[src/rtl/stbagg_pkg.sv]
package stbagg_pkg;
  localparam int STB_W    = 8;
  localparam int ADDR_W   = 2;
  localparam int USER_W   = 2;
  localparam int POS_DEV  = 2;
  localparam int POS_QUES = 3;
  localparam int POS_MAV  = 4;
  localparam int POS_EVT  = 5;
  localparam int POS_RQS  = 6;
  localparam int POS_OPER = 7;

  typedef enum logic [ADDR_W-1:0] {
    SEL_STB  = 2'd0,
    SEL_SRE  = 2'd1,
    SEL_PPE  = 2'd2,
    SEL_NONE = 2'd3
  } reg_sel_e;
endpackage

[src/rtl/stbagg_capture.sv]
module stbagg_capture
  import stbagg_pkg::*;
#(
  parameter int W  = STB_W,
  parameter int UW = USER_W
) (
  input  logic          clk,
  input  logic          rst,
  input  logic [UW-1:0] user_sum_i,
  input  logic          dev_sum_i,
  input  logic          ques_sum_i,
  input  logic          msg_avail_i,
  input  logic          evt_sum_i,
  input  logic          oper_sum_i,
  output logic [W-1:0]  raw_q
);
  logic [W-1:0] raw_d;

  always_comb begin
    raw_d           = '0;
    raw_d[UW-1:0]   = user_sum_i;
    raw_d[POS_DEV]  = dev_sum_i;
    raw_d[POS_QUES] = ques_sum_i;
    raw_d[POS_MAV]  = msg_avail_i;
    raw_d[POS_EVT]  = evt_sum_i;
    raw_d[POS_OPER] = oper_sum_i;
  end

  always_ff @(posedge clk) begin
    if (rst) raw_q <= '0;
    else     raw_q <= raw_d;
  end
endmodule

[src/rtl/stbagg_enables.sv]
module stbagg_enables
  import stbagg_pkg::*;
#(
  parameter int W  = STB_W,
  parameter int AW = ADDR_W
) (
  input  logic          clk,
  input  logic          rst,
  input  logic          wr_i,
  input  logic [AW-1:0] addr_i,
  input  logic [W-1:0]  wdata_i,
  output logic [W-1:0]  sre_q,
  output logic [W-1:0]  ppe_q
);
  logic hit_sre;
  logic hit_ppe;

  assign hit_sre = wr_i && (addr_i == AW'(SEL_SRE));
  assign hit_ppe = wr_i && (addr_i == AW'(SEL_PPE));

  always_ff @(posedge clk) begin
    if (rst) begin
      sre_q <= '0;
      ppe_q <= '0;
    end else begin
      if (hit_sre) sre_q <= wdata_i;
      if (hit_ppe) ppe_q <= wdata_i;
    end
  end
endmodule

[src/rtl/stbagg_combine.sv]
module stbagg_combine
  import stbagg_pkg::*;
#(
  parameter int W    = STB_W,
  parameter int RQSB = POS_RQS
) (
  input  logic [W-1:0] raw_i,
  input  logic [W-1:0] sre_i,
  input  logic [W-1:0] ppe_i,
  output logic [W-1:0] stb_o,
  output logic         rss_o,
  output logic         ist_o
);
  logic [W-1:0] srq_terms;
  logic [W-1:0] ist_terms;

  genvar g;
  generate
    for (g = 0; g < W; g++) begin : g_bit
      if (g == RQSB) begin : g_rqs
        assign srq_terms[g] = 1'b0;
        assign stb_o[g]     = rss_o;
      end else begin : g_sum
        assign srq_terms[g] = raw_i[g] & sre_i[g];
        assign stb_o[g]     = raw_i[g];
      end
      assign ist_terms[g] = stb_o[g] & ppe_i[g];
    end
  endgenerate

  assign rss_o = |srq_terms;
  assign ist_o = |ist_terms;
endmodule

[src/rtl/stbagg_top.sv]
module stbagg_top
  import stbagg_pkg::*;
#(
  parameter int W  = STB_W,
  parameter int AW = ADDR_W,
  parameter int UW = USER_W
) (
  input  logic          clk,
  input  logic          rst,
  input  logic [UW-1:0] user_sum_i,
  input  logic          dev_sum_i,
  input  logic          ques_sum_i,
  input  logic          msg_avail_i,
  input  logic          evt_sum_i,
  input  logic          oper_sum_i,
  input  logic          reg_wr_i,
  input  logic          reg_rd_i,
  input  logic [AW-1:0] reg_addr_i,
  input  logic [W-1:0]  reg_wdata_i,
  output logic [W-1:0]  reg_rdata_o,
  output logic [W-1:0]  stb_o,
  output logic          srq_o,
  output logic          ist_o
);
  logic [W-1:0] raw_q;
  logic [W-1:0] sre_q;
  logic [W-1:0] ppe_q;
  logic [W-1:0] rd_mux;

  stbagg_capture #(.W(W), .UW(UW)) u_cap (
    .clk(clk), .rst(rst),
    .user_sum_i(user_sum_i), .dev_sum_i(dev_sum_i), .ques_sum_i(ques_sum_i),
    .msg_avail_i(msg_avail_i), .evt_sum_i(evt_sum_i), .oper_sum_i(oper_sum_i),
    .raw_q(raw_q)
  );

  stbagg_enables #(.W(W), .AW(AW)) u_en (
    .clk(clk), .rst(rst),
    .wr_i(reg_wr_i), .addr_i(reg_addr_i), .wdata_i(reg_wdata_i),
    .sre_q(sre_q), .ppe_q(ppe_q)
  );

  stbagg_combine #(.W(W), .RQSB(POS_RQS)) u_comb (
    .raw_i(raw_q), .sre_i(sre_q), .ppe_i(ppe_q),
    .stb_o(stb_o), .rss_o(srq_o), .ist_o(ist_o)
  );

  always_comb begin
    case (reg_addr_i)
      AW'(SEL_STB): rd_mux = stb_o;
      AW'(SEL_SRE): rd_mux = sre_q;
      AW'(SEL_PPE): rd_mux = ppe_q;
      default:      rd_mux = '0;
    endcase
  end

  always_ff @(posedge clk) begin
    if (rst)           reg_rdata_o <= '0;
    else if (reg_rd_i) reg_rdata_o <= rd_mux;
  end
endmodule

[config.mk]
export PLATFORM = sky130hd
export DESIGN_NAME = stbagg_top
export DESIGN_NICKNAME = d
export VERILOG_FILES = /design/src/rtl/stbagg_pkg.sv /design/src/rtl/stbagg_capture.sv /design/src/rtl/stbagg_enables.sv /design/src/rtl/stbagg_combine.sv /design/src/rtl/stbagg_top.sv
export SDC_FILE = /design/constraint.sdc
export NUM_CORES = 1
export LEC_CHECK = 0
export ABC_AREA = 1
export BUFFER_PORTS_ARGS = -buffer_cell sky130_fd_sc_hd__buf_2
export CELL_PAD_IN_SITES_DETAIL_PLACEMENT = 1
export CELL_PAD_IN_SITES_GLOBAL_PLACEMENT = 1
export CORE_AREA = 2 2 67 69
export CTS_CLUSTER_DIAMETER = 100
export DETAILED_ROUTE_END_ITERATION = 10
export DIE_AREA = 0 0 69 71
export PLACE_DENSITY = 0.88
export SYNTH_ARGS = -nofsm -noshare
export SYNTH_HDL_FRONTEND = slang
export SYNTH_HIERARCHICAL = 1
export SYNTH_SLANG_ARGS = --single-unit
[constraint.sdc]
create_clock -name clk -period 3.08 [get_ports clk]
set_clock_uncertainty 0.15 [all_clocks]
set_input_delay 0.154 -clock clk [delete_from_list [all_inputs] [get_ports clk]]
set_output_delay 0.154 -clock clk [all_outputs]
set_load 0.005 [all_outputs]
### Yosys cells after proc, flatten, opt, wreduce, memory -nomap -nowiden

Index checks and enable logic that the tools add are counted.

| word-level totals | value |
|---|---|
| output and inout port bits | 18 |
| logic and storage cells | 27 |
| bits of input ports | 21 |
| flip-flop bits (word level) | 31 |

| cells by class | value |
|---|---|
| mux-type cells | 1 |
| bitwise logic cells | 15 |
| equality and inequality tests | 2 |
| reductions and logical operators | 5 |

Operators by type and width:

| cell | number |
|---|---|
| $pmux 8 s3 | 1 |
| $and 1x1->1 | 15 |
| $reduce_or 8->1 | 1 |
| $reduce_or 7->1 | 1 |
| $eq 2x1->1 const B | 1 |
| $eq 2x2->1 const B | 1 |
| $logic_and 1x1->1 | 2 |
| $logic_not 2->1 | 1 |

### Longest topological paths before layout

Gate-level depths: netlist (run 1).

| depth | value |
|---|---|
| word-level depth | 4 |
| depth in mapped cells | 9 |
| gate-level depth less buffers | 8 |

### Cells and area by module

The synthesis (run 1) kept the hierarchy.

Modules (own cells, without submodules):

| module | cells an instance | sequential area each (µm²) | area each (µm²) | times used |
|---|---|---|---|---|
| stbagg_enables | 104 | 320.3 | 698.2 | 1 |
| stbagg_top | 72 | 160.2 | 509.2 | 1 |
| stbagg_capture | 23 | 140.1 | 203.9 | 1 |
| stbagg_combine | 34 | 0.0 | 161.4 | 1 |

### Worst setup path after synthesis (run 1)

OpenSTA, ideal clock, no wires.

| timing | value |
|---|---|
| kind | reg2reg |
| start | register u_cap.raw_q[4] |
| end | register reg_rdata_o[6] |
| period minus slack after synthesis | 1215 ps |
| data arrival time | 928 ps |
| stages on the path, launching flop included | 10 |
| path slack | 1865 ps |
| cells stage by stage | dfxtp_1 > nand2_1 > nand2_1 > nor2_1 > nand2_1 > buf_4 > nand2_1 > nand3_1 > nand2_1 > a21oi_2 |

| on the way | value |
|---|---|
| longest elaborated chain between the ends | 3 |

Ends and longest elaborated chain:

| item | line | RTL |
|---|---|---|
| start: declaration | stbagg_capture.sv:15 | `output logic [W-1:0] raw_q` |
| start signal: assignment | stbagg_capture.sv:31 | `else raw_q <= raw_d;` |
| $and 1x1->1 | stbagg_combine.sv:24 | `assign srq_terms[g] = raw_i[g] & sre_i[g];` |
| $reduce_or 7->1 | stbagg_combine.sv:31 | `assign rss_o = \|srq_terms;` |
| net srq_o | stbagg_top.sv:22 | `output logic srq_o,` |
| $pmux 8 s3 | stbagg_top.sv:49 | `case (reg_addr_i)` |
| end signal: assignment | stbagg_top.sv:59 | `else if (reg_rd_i) reg_rdata_o <= rd_mux;` |
| end: declaration | stbagg_top.sv:20 | `output logic [W-1:0] reg_rdata_o,` |

The timed path passes the listed nets, and every way through them passes these cells.
A chain may end at the register's enable or synchronous reset.

### Final worst setup path (run 1)

| timing | value |
|---|---|
| start | register u_cap.raw_q[3] |
| end | output port ist_o |

| on the way | value |
|---|---|
| longest elaborated chain between the ends | 4 |
| elaborated cells between the ends (all ways) | 5 |
| classes of those cells | 3 x bitwise; 2 x reduce/logical |

Ends and longest elaborated chain:

| item | line | RTL |
|---|---|---|
| $and 1x1->1 | stbagg_combine.sv:24 |  |
| $reduce_or 7->1 | stbagg_combine.sv:31 |  |
| $and 1x1->1 | stbagg_combine.sv:27 | `assign ist_terms[g] = stb_o[g] & ppe_i[g];` |
| $reduce_or 8->1 * | stbagg_combine.sv:32 | `assign ist_o = \|ist_terms;` |
| end: declaration | stbagg_top.sv:23 | `output logic ist_o` |

Every way passes the cells marked *; elsewhere a longest branch is shown, timed or not.

==> out/metrics.csv, run 1 <==
stage,metric,value,unit
clock_network,CTS root buffer,clkbuf_8,
detailed_routing,routed wl met2,2.090,mm
detailed_routing,DR WL/cell,12.74,um
place,routability cong.,0.7945,
finish,fin util,45.68,%
power_and_ir_drop,leakage power,1.005,nW
hold_path,Min-Delay Path Depth,3,
clock_network,H-tree depth,2,
hold_path,hold_sp,reg_rd_i,
run_status,status,completed,
worst_setup_path,crit path max-delay cell type,dfxtp_1,
detailed_routing,uppermost layer routed,met4,
timing,Tightest Pin Transition,492.5,ps
detailed_routing,DRC,0,
timing,setup TNS,0,ps
clock_network,Max Root-Sink Buffers,2,
detailed_routing,Vias,1519,
timing,Slew Limit Fails,0,
clock_network,clk_lat worst skew,280,ps
timing,period utilisation layout,51.56,%
synth,mean post-synth cell area,6.760,sq um
synth,Synth Cell Area,1561,sq um
detailed_routing,via density per instance,4.631,
grt,initial antenna violation count,0,
detailed_routing,Post-DRT Antenna Nets,0,
place,Final HPWL DP,3.037,mm
power_and_ir_drop,pwr/cell area,457.1,nW/um^2
die,Die X,69,um
worst_setup_path,"Largest delay share family, worst path",simple AND/OR/NAND/NOR gates,
worst_setup_path,R2R depth,8,
worst_setup_path,CP Buf/Inv Count,1,
hold_path,Hold Crit Endpoint,reg_rdata_o[7]$_SDFFE_PP0P_,
grt,number of global-route vias before repair,1498,
detailed_routing,met1 wire length,1.833,mm
flow_run,max-cap violation count,0,
worst_setup_path,crit path capture type,output pin,
worst_setup_path,crit-path max FO,4,
finish,Nets,297,
timing,post-route minimum period,1588,ps
timing,Max Clock Freq,0.6296,GHz
detailed_routing,met3 wire len,202,um
grt,global-route wire length before repair,6.727,mm
place,Post-Place Setup Slack,1737,ps
die,core area,4204,sq um
grt,global route overflow,0,
grt,largest net degree at the start of global routing,17,
clock_network,CTS tree,done,
synth,Yosys Warn Count,6,
die,Starting Density,37.14,%
timing,Final setup viols,0,
worst_setup_path,Crit Path Class,flop to output pin,
worst_setup_path,Reg-to-Reg Start,u_cap/raw_q[3]$_SDFF_PP0_,
worst_setup_path,crit-path cells,nand2_1 -> nand2_1 -> nor2_1 -> nand2_1 -> nand2_1 -> nand2_1 -> buf_2,
timing,Max-Slew Margin vs Limit,67.13,%
worst_setup_path,"Largest stage delay, worst path",350,ps
synth,Synthesized Nets,252,
power_and_ir_drop,VDD IR-drop max,0.1836,mV
worst_setup_path,Most Frequent Cell on Critical Path,nand2_1,
grt,GR Util All Layers,17.41,%
detailed_routing,1st-iter DRT viols,46,
timing,final worst slack,1492,ps
die,die area,4899,sq um
finish,layout cell share with drive strength beyond 1,22.83,%
place,number of port buffers,38,
clock_network,cts bufs inserted,5,
detailed_routing,final wirelength,4.179,mm
clock_network,post-CTS sizing,0,
worst_setup_path,R2R Path End,reg_rdata_o[6]$_SDFFE_PP0P_,
timing,unrepaired setup endpoints after global routing,no,
clock_network,Worst-path clk slew,60,ps
die,I/O pins,39,
die,row cnt,24,
finish,synthesis-to-layout area growth,23.00,%
synth,Cells after Synth,231,
detailed_routing,drt first pass iters,4,
hold_path,Hold Crit Class,input port to flop,
timing,final hold vios,0,
worst_setup_path,CP Launch Type,flop,
clock_network,clock sinks,31,
worst_setup_path,Worst EP required,2780,ps
die,Die Span Y,71,um
finish,# diodes,0,
worst_setup_path,register-to-register setup slack,1780,ps
worst_setup_path,critical path data arrival time,1280,ps
[metal layers]
layer,track usage (%),up-vias
met5,0,-
met4,4.793,0
met3,4.843,8
met2,31.30,44
met1,20.33,693
li1,-,774
[per-stage QoR]
stage,hold slack [ps],std cells,cell area (sq um),power [mW]
final,55.93,328,1921,0.8778
after global placement,208.3,306,1683,0.5472
after floorplan,75.18,231,1562,0.5193
after global routing,64.66,328,1921,0.9217
after detailed placement,214.3,306,1683,0.5516
after CTS,50.53,328,1921,0.8905
[where the power goes]
part | leakage, nW | total (mW) | switching, mW | internal, mW
combinational | 0.704 | 0.119 | 0.0670 | 0.0524
clock | 0.0470 | 0.320 | 0.145 | 0.175
sequential | 0.254 | 0.438 | 0.0179 | 0.420
total | 1.01 | 0.878 | 0.230 | 0.648
[registers in the layout, summed over array words and instances, names as in the netlist]
signal       flops
reg_rdata_o      8
u_cap/raw_q      7
u_en/ppe_q       8
u_en/sre_q       8
[cell usage in the layout, fill, tap and decap left out, drive strengths merged]
cell and n:
clkbuf 6, nand3 27, dfxtp 31, a21oi 8
buf 38, clkinv 1, inv 30, nand2 76
nand4 1, dlygate4sd3 15, nor2 43
[final cells by class]
| type | instances | area (sq um) |
|---|---|---|
| Clock buffer | 6 | 82.58 |
| Sequential cell | 31 | 620.6 |
| Inverter | 30 | 112.6 |
| Timing Repair Buffer | 53 | 340.3 |
| Fill cell | 594 | 2283 |
| Multi-Input combinational cell | 155 | 694.4 |
| Clock inverter | 1 | 5.005 |
| Tap cell | 52 | 65.06 |
[worst register-to-register path, cell delays in order, from the launching register on]
cell,delay [ps]
dfxtp_1,350
nand2_1,80
nand2_1,50
nor2_1,150
nand2_1,130
nand2_1,90
nand3_1,60
nand2_1,70
a21oi_2,50
[worst max path at each step]
stage / start / end / slack (ps) / cells after the start
floorplan: u_cap/raw_q[4]$_SDFF_PP0_ / reg_rdata_o[6]$_SDFFE_PP0P_ / 1860 / 9
global placement: reg_addr_i[0] / u_en/sre_q[7]$_SDFFE_PP0P_ / 1740 / 4
detailed placement: reg_addr_i[0] / u_en/sre_q[4]$_SDFFE_PP0P_ / 1740 / 4
CTS: u_cap/raw_q[5]$_SDFF_PP0_ / ist_o / 1500 / 7
global route: u_cap/raw_q[2]$_SDFF_PP0_ / ist_o / 1410 / 7
finish: u_cap/raw_q[3]$_SDFF_PP0_ / ist_o / 1490 / 7
[timing repair]
| item | in CTS | in global routing |
|---|---|---|
| hold buffers | 15 | 0 |
| endpoints found under the hold margin | 20 | 0 |
| setup buffers | 0 | 0 |
Note: power is estimated with default switching activity, not from simulation.
==> run 2, diff against run 1 <==
--- a/config.mk
+++ b/config.mk
@@ -9,11 +9,11 @@
 export BUFFER_PORTS_ARGS = -buffer_cell sky130_fd_sc_hd__buf_2
 export CELL_PAD_IN_SITES_DETAIL_PLACEMENT = 1
 export CELL_PAD_IN_SITES_GLOBAL_PLACEMENT = 1
-export CORE_AREA = 2 2 67 69
+export CORE_AREA = 2 2 73 75
 export CTS_CLUSTER_DIAMETER = 100
 export DETAILED_ROUTE_END_ITERATION = 10
-export DIE_AREA = 0 0 69 71
-export PLACE_DENSITY = 0.88
+export DIE_AREA = 0 0 75 77
+export PLACE_DENSITY = 0.79
 export SYNTH_ARGS = -nofsm -noshare
 export SYNTH_HDL_FRONTEND = slang
 export SYNTH_HIERARCHICAL = 1
==> constraint.sdc (replaced) <==
create_clock -name clk -period 1.4 [get_ports clk]
set_clock_uncertainty 0.15 [all_clocks]
set_input_delay 0.07 -clock clk [delete_from_list [all_inputs] [get_ports clk]]
set_output_delay 0.07 -clock clk [all_outputs]
set_load 0.005 [all_outputs]
==> run 2 against run 1 <==
The flow now finishes with violations (negative setup slack); clock power increased by 110%; non-clock buffer count is 12 higher; final cell count up 9.5%; routed wire length increased by 3.8%; sequential power increased by 120%; core utilization decreased by 3.1 points; global-route usage shrank 1.8 points; worst hold slack lost 2.8 ps; sequential share of layout area fell by 2.0 points; setup slack got worse by 1500 ps; combinational power rose to 2.7 times the previous value; largest cell class unchanged; largest power group unchanged.
==> out/metrics.csv, run 2 (synthesized netlist as in run 1, its figures left out) <==
stage,metric,value,unit,change
timing,post-route minimum period,1404,ps,
detailed_routing,Vias,1569,,was 1519
timing,Final setup viols,1,,was 0
finish,Nets,309,,was 297
hold_path,Hold Crit Class,input port to flop,,unchanged
hold_path,Hold Crit Endpoint,reg_rdata_o[1]$_SDFFE_PP0P_,,was reg_rdata_o[7]$_SDFFE_PP0P_
worst_setup_path,CP Launch Type,flop,,unchanged
timing,final worst slack,-3.977,ps,was 1492 ps
grt,number of global-route vias before repair,1528,,was 1498
worst_setup_path,Crit Path Class,flop to output pin,,unchanged
power_and_ir_drop,VDD IR-drop max,0.2945,mV,was 0.1836 mV
timing,Max-Slew Margin vs Limit,66.10,%,was 67.13%
detailed_routing,1st-iter DRT viols,39,,was 46
detailed_routing,via density per instance,4.370,,was 4.631
power_and_ir_drop,leakage power,1.098,nW,was 1.005 nW
finish,"most common cell after layout, fill and taps aside",nand2_1,,unchanged
timing,Max Clock Freq,0.7123,GHz,
die,Starting Density,31.37,%,was 37.14%
power_and_ir_drop,Switching Share,27.19,%,was 26.23%
place,routability cong.,0.9187,,was 0.7945
grt,initial antenna violation count,0,,unchanged
clock_network,clock sinks,31,,unchanged
hold_path,Min-Delay Path Depth,3,,unchanged
worst_setup_path,R2R depth,10,,was 8
worst_setup_path,Worst EP required,1180,ps,was 2780 ps
finish,cell area after layout,2121,sq um,was 1921 sq um
timing,Tightest Pin Transition,508.0,ps,was 492.5 ps
power_and_ir_drop,Cell Int Power,1.426,mW,was 0.6476 mW
grt,global route overflow,0,,unchanged
worst_setup_path,crit-path max FO,4,,unchanged
run_status,status,"complete, but fails checks",,was completed
power_and_ir_drop,Flop pwr share,49.2,%,was 49.9%
clock_network,CTS root buffer,clkbuf_8,,unchanged
clock_network,Max Root-Sink Buffers,2,,unchanged
power_and_ir_drop,Net Sw Power,0.5324,mW,was 0.2303 mW
die,Die X,75,um,was 69 um
clock_network,Worst-path clk slew,70,ps,was 60 ps
die,Die Span Y,77,um,was 71 um
worst_setup_path,register-to-register setup slack,20,ps,was 1780 ps
die,die area,5775,sq um,was 4899 sq um
timing,period utilisation layout,100.3,%,
timing,unrepaired setup endpoints after global routing,yes,,was no
place,Placed Cells,329,,was 306
timing,setup TNS,-3.977,ps,was 0 ps
worst_setup_path,Reg-to-Reg Start,u_cap/raw_q[2]$_SDFF_PP0_,,was u_cap/raw_q[3]$_SDFF_PP0_
detailed_routing,DRC,0,,unchanged
clock_network,H-tree depth,2,,unchanged
power_and_ir_drop,Gate power share,16.5,%,was 13.6%
timing,hold slack,53.17,ps,was 55.93 ps
detailed_routing,final wirelength,4.337,mm,was 4.179 mm
finish,# diodes,0,,unchanged
timing,Slew Limit Fails,0,,unchanged
clock_network,clk_lat worst skew,280,ps,about the same
grt,largest net degree at the start of global routing,17,,unchanged
worst_setup_path,critical path data arrival time,1180,ps,was 1280 ps
worst_setup_path,crit path capture type,output pin,,unchanged
finish,synthesis-to-layout area growth,35.82,%,was 23.00%
clock_network,cts bufs inserted,5,,unchanged
run_status,failing checks,negative setup slack,,
finish,Final Non-Filler Cells,359,,was 328
die,row cnt,26,,was 24
grt,GR Util All Layers,15.65,%,was 17.41%
finish,Top Registers,"reg_rdata_o: 8 flops, u_en/ppe_q: 8 flops, u_en/sre_q: 8 flops",,unchanged
finish,filler cell count in the final layout,664,,was 594
place,dpl cell area,1743,sq um,was 1683 sq um
detailed_routing,drt first pass iters,4,,unchanged
flow_run,max-cap violation count,0,,unchanged
worst_setup_path,R2R Path End,reg_rdata_o[6]$_SDFFE_PP0P_,,unchanged
place,Final HPWL DP,3.204,mm,was 3.037 mm
finish,layout cell share with drive strength beyond 1,34.60,%,was 22.83%
place,number of port buffers,38,,unchanged
finish,fin util,42.61,%,was 45.68%
finish,"commonest cells after routing, fill and taps aside","nand2_1, nor2_1, buf_2",,unchanged
die,core area,4977,sq um,was 4204 sq um
power_and_ir_drop,pwr/cell area,923.2,nW/um^2,was 457.1 nW/um^2
detailed_routing,DR WL/cell,12.08,um,was 12.74 um
timing,final hold vios,0,,unchanged
detailed_routing,Post-DRT Antenna Nets,0,,unchanged
power_and_ir_drop,"Power, Total",1.958,mW,was 0.8778 mW
power_and_ir_drop,Clock Power Share,34.4,%,was 36.5%
die,I/O pins,39,,unchanged
clock_network,CTS tree,done,,unchanged
grt,global-route wire length before repair,6.948,mm,was 6.727 mm
hold_path,hold_sp,rst,,was reg_rd_i
place,Post-Place Setup Slack,187.0,ps,was 1737 ps
-- run 2: cell count changes in the layout (fill, tap and decap cells not counted), sizes merged --
cell	previous run	this run
dlygate4sd3	15	16
clkinvlp	0	1
buf	38	49
-- run 2: repair_timing --
action,4_1_cts,5_1_grt
endpoints found under the setup margin,1,4
pin swaps,5,9
hold buffers,16,0
hold endpoints to repair,30,0
buffers inserted,4,2
resized for setup,7,27
-- run 2: worst max-delay path, stage by stage, from the launching register on --
cell and delay (ps):
dfxtp_4 360, nand2_2 70, nand2_2 50, nor2_2 90, nand2_1 80, nand2_1 60
nand2_1 60, buf_2 130
-- run 2: layout make-up --
class,instances,area [sq um],area share [%]
timing repair buffer,65,452.9,21.36
sequential,31,643.1,30.32
tap,70,87.58,4.130
clock inverter,2,12.51,0.5900
multi-input combinational,155,739.5,34.87
clock buffer,6,72.57,3.422
inverter,30,112.6,5.310
-- run 2: worst max path at each step --
stage / from / end / slack (ps) / depth (start not counted)
6_report: u_cap/raw_q[2]$_SDFF_PP0_ / ist_o / -4 / 7
5_1_grt: u_cap/raw_q[2]$_SDFF_PP0_ / ist_o / -80 / 7
4_1_cts: u_en/sre_q[0]$_SDFFE_PP0P_ / ist_o / -60 / 7
3_5_place_dp: u_cap/raw_q[1]$_SDFF_PP0_ / reg_rdata_o[6]$_SDFFE_PP0P_ / 190 / 8
3_3_place_gp: u_cap/raw_q[3]$_SDFF_PP0_ / reg_rdata_o[6]$_SDFFE_PP0P_ / 240 / 8
2_1_floorplan: u_cap/raw_q[4]$_SDFF_PP0_ / reg_rdata_o[6]$_SDFFE_PP0P_ / 180 / 9
-- run 2: power groups by stage --
stage / Sequential, mW / Combinational (mW) / Clock (mW)
2_1_floorplan: 0.967 / 0.176 / 0
3_3_place_gp: 0.977 / 0.245 / 0
3_5_place_dp: 0.980 / 0.249 / 0
4_1_cts: 0.961 / 0.296 / 0.706
5_1_grt: 0.967 / 0.363 / 0.744
6_report: 0.963 / 0.322 / 0.673
-- run 2: layer usage --
layer / vias up / share of wire (%) / wire length, um / GRT usage (%)
met5: - / 0 / 0 / 0
met4: 0 / 1.3 / 57 / 4.643
met3: 7 / 3.5 / 152 / 4.205
met2: 30 / 49 / 2133 / 25.70
met1: 733 / 46 / 1993 / 19.63
li1: 799 / - / - / -
==> run 3, diff against run 2 <==
--- a/config.mk
+++ b/config.mk
@@ -9,11 +9,11 @@
 export BUFFER_PORTS_ARGS = -buffer_cell sky130_fd_sc_hd__buf_2
 export CELL_PAD_IN_SITES_DETAIL_PLACEMENT = 1
 export CELL_PAD_IN_SITES_GLOBAL_PLACEMENT = 1
-export CORE_AREA = 2 2 73 75
+export CORE_AREA = 2 2 70 72
 export CTS_CLUSTER_DIAMETER = 100
 export DETAILED_ROUTE_END_ITERATION = 10
-export DIE_AREA = 0 0 75 77
-export PLACE_DENSITY = 0.79
+export DIE_AREA = 0 0 72 74
+export PLACE_DENSITY = 0.82
 export SYNTH_ARGS = -nofsm -noshare
 export SYNTH_HDL_FRONTEND = slang
 export SYNTH_HIERARCHICAL = 1
==> constraint.sdc (replaced) <==
create_clock -name clk -period 1.55 [get_ports clk]
set_clock_uncertainty 0.15 [all_clocks]
set_input_delay 0.0775 -clock clk [delete_from_list [all_inputs] [get_ports clk]]
set_output_delay 0.0775 -clock clk [all_outputs]
set_load 0.005 [all_outputs]
==> run 3 against run 2 <==
Register-to-register slack improved by 290 ps; worst hold slack better by 8.4 ps; clock power rose by 6.2%; count of clock-buffer cells in the layout is 1 higher; global-route usage rose by 0.64 points; highest routed layer unchanged; first-iteration DRC count up 7.7%; sequential share of layout area is 1.4 points higher; total power decreased by 6.9%; the flow now finishes without violations; critical endpoint unchanged.
==> out/metrics.csv, run 3 (synthesized netlist as in run 1, its figures left out) <==
stage,metric,value,unit,change
clock_network,Max Root-Sink Buffers,2,,unchanged
worst_setup_path,crit path capture type,output pin,,unchanged
clock_network,Worst-path clk slew,70,ps,about the same
clock_network,cts bufs inserted,5,,unchanged
finish,synthesis-to-layout area growth,25.72,%,was 35.82%
timing,period utilisation layout,93.41,%,
detailed_routing,drt first pass iters,4,,unchanged
worst_setup_path,"Largest stage delay, worst path",350,ps,was 360 ps
detailed_routing,DR WL/cell,11.74,um,was 12.08 um
grt,global route overflow,0,,unchanged
run_status,status,completed,,"was complete, but fails checks"
timing,Tightest Pin Transition,504.1,ps,was 508.0 ps
detailed_routing,via density per instance,4.432,,was 4.370
timing,Max-Slew Margin vs Limit,66.36,%,was 66.10%
finish,# diodes,0,,unchanged
die,Die Span Y,74,um,was 77 um
die,Die X,72,um,was 75 um
grt,global-route wire length before repair,6.651,mm,was 6.948 mm
worst_setup_path,critical path data arrival time,1220,ps,was 1180 ps
finish,Nets,299,,was 309
finish,layout cell share with drive strength beyond 1,24.37,%,was 34.60%
worst_setup_path,crit-path max FO,4,,unchanged
clock_network,clk_lat worst skew,280,ps,about the same
finish,"most common cell after layout, fill and taps aside",nand2_1,,unchanged
timing,Max Clock Freq,0.6907,GHz,
die,row cnt,25,,was 26
worst_setup_path,CP Launch Type,flop,,unchanged
place,dpl cell area,1693,sq um,was 1743 sq um
clock_network,clock sinks,31,,unchanged
clock_network,# Post-CTS Setup Buffers,0,,was 4
power_and_ir_drop,leakage power,1.018,nW,was 1.098 nW
grt,GR Util All Layers,16.29,%,was 15.65%
worst_setup_path,Crit Path Class,flop to output pin,,unchanged
clock_network,CTS root buffer,clkbuf_8,,unchanged
die,die area,5328,sq um,was 5775 sq um
worst_setup_path,register-to-register setup slack,310,ps,was 20 ps
timing,Final setup viols,0,,was 1
timing,Slew Limit Fails,0,,unchanged
detailed_routing,DRC,0,,unchanged
die,I/O pins,39,,unchanged
timing,final hold vios,0,,unchanged
worst_setup_path,crit path max-delay cell type,dfxtp_1,,was dfxtp_4
timing,unrepaired setup endpoints after global routing,no,,was yes
grt,largest net degree at the start of global routing,17,,unchanged
grt,number of global-route vias before repair,1426,,was 1528
worst_setup_path,"Largest delay share family, worst path",simple AND/OR/NAND/NOR gates,,unchanged
worst_setup_path,Worst EP required,1320,ps,was 1180 ps
finish,cell area after layout,1963,sq um,was 2121 sq um
place,Final HPWL DP,2.946,mm,was 3.204 mm
detailed_routing,final wirelength,3.909,mm,was 4.337 mm
finish,"commonest cells after routing, fill and taps aside","nand2_1, nor2_1, buf_2",,unchanged
clock_network,CTS tree,done,,unchanged
finish,Top Registers,"reg_rdata_o: 8 flops, u_en/ppe_q: 8 flops, u_en/sre_q: 8 flops",,unchanged
timing,setup TNS,0,ps,was -3.977 ps
detailed_routing,Vias,1476,,was 1569
detailed_routing,1st-iter DRT viols,42,,was 39
worst_setup_path,CP Buf/Inv Count,1,,unchanged
die,core area,4598,sq um,was 4977 sq um
clock_network,H-tree depth,2,,unchanged
place,number of port buffers,38,,unchanged
power_and_ir_drop,pwr/cell area,928.6,nW/um^2,was 923.2 nW/um^2
worst_setup_path,crit-path cells,nand2_1 -> nand2_1 -> nor2_1 -> nand2_2 -> nand2_1 -> nand2_1 -> buf_2,,was nand2_2 -> nand2_2 -> nor2_2 -> nand2_1 -> nand2_1 -> nand2_1 -> buf_2
worst_setup_path,Most Frequent Cell on Critical Path,nand2_1,,unchanged
power_and_ir_drop,VDD IR-drop max,0.3832,mV,was 0.2945 mV
detailed_routing,Post-DRT Antenna Nets,0,,unchanged
timing,post-route minimum period,1448,ps,
flow_run,max-cap violation count,0,,unchanged
hold_path,Hold Crit Class,input port to flop,,unchanged
die,Starting Density,33.96,%,was 31.37%
grt,initial antenna violation count,0,,unchanged
place,routability cong.,0.8246,,was 0.9187
## run 3: cell count changes in the layout (fill, tap and decap cells not counted), sizes merged
| cell | change |
|---|---|
| clkbuf | +1 |
| clkinv | -1 |
| buf | -10 |
## run 3: per-layer routing
metal | wire [um] | track usage [%]
met1 | 1811 | 20.43
met2 | 1891 | 27.67
met3 | 163 | 4.201
met4 | 43 | 5.031
met5 | 0 | 0
## run 3: repair_timing
action,4_1_cts,5_1_grt
endpoints found under the setup margin,0,1
hold endpoints to repair,31,0
gates resized for setup,0,3
hold buffers,16,0
## run 3: path summary, 6_finish.rpt
| path | from | end | cells after the start |
|---|---|---|---|
| worst max-delay path | u_cap/raw_q[0]$_SDFF_PP0_ | ist_o | 7 |
| worst min-delay path | rst | reg_rdata_o[3]$_SDFFE_PP0P_ | 3 |
| worst max register to register | u_cap/raw_q[0]$_SDFF_PP0_ | reg_rdata_o[6]$_SDFFE_PP0P_ | 8 |
| worst min register to register | reg_rdata_o[4]$_SDFFE_PP0P_ | reg_rdata_o[4]$_SDFFE_PP0P_ | 2 |
## run 3: area by class of cell
class,instances,area (sq um)
Clock buffer,7,96.34
Sequential cell,31,621.8
Inverter,30,112.6
Clock inverter,1,7.507
Tap cell,54,67.56
Multi-Input combinational cell,155,699.4
Timing Repair Buffer,55,357.8
Fill cell,607,2635
## run 3: worst min-delay path: stages
cell	delay (ps)
buf_2	100
buf_4	230
a21oi_2	40
## run 3: stage by stage
stage | hold WS (ps) | cells | power [mW] | worst slack [ps] | util, %
2_1_floorplan | -1.324 | 231 | 1.032 | 334.9 | -
3_3_place_gp | 134.5 | 309 | 1.089 | 286.7 | 36.82
6_report | 61.55 | 333 | 1.823 | 102.2 | 42.69
5_1_grt | 69.98 | 333 | 1.922 | 15.15 | 42.69
4_1_cts | 48.05 | 333 | 1.851 | 83.42 | 42.56
3_5_place_dp | 139.5 | 309 | 1.096 | 266.0 | 36.82
## run 3: report_power, final
part | internal [mW] | switching [mW]
sequential | 0.835 | 0.0326
combinational | 0.108 | 0.132
clock | 0.404 | 0.311
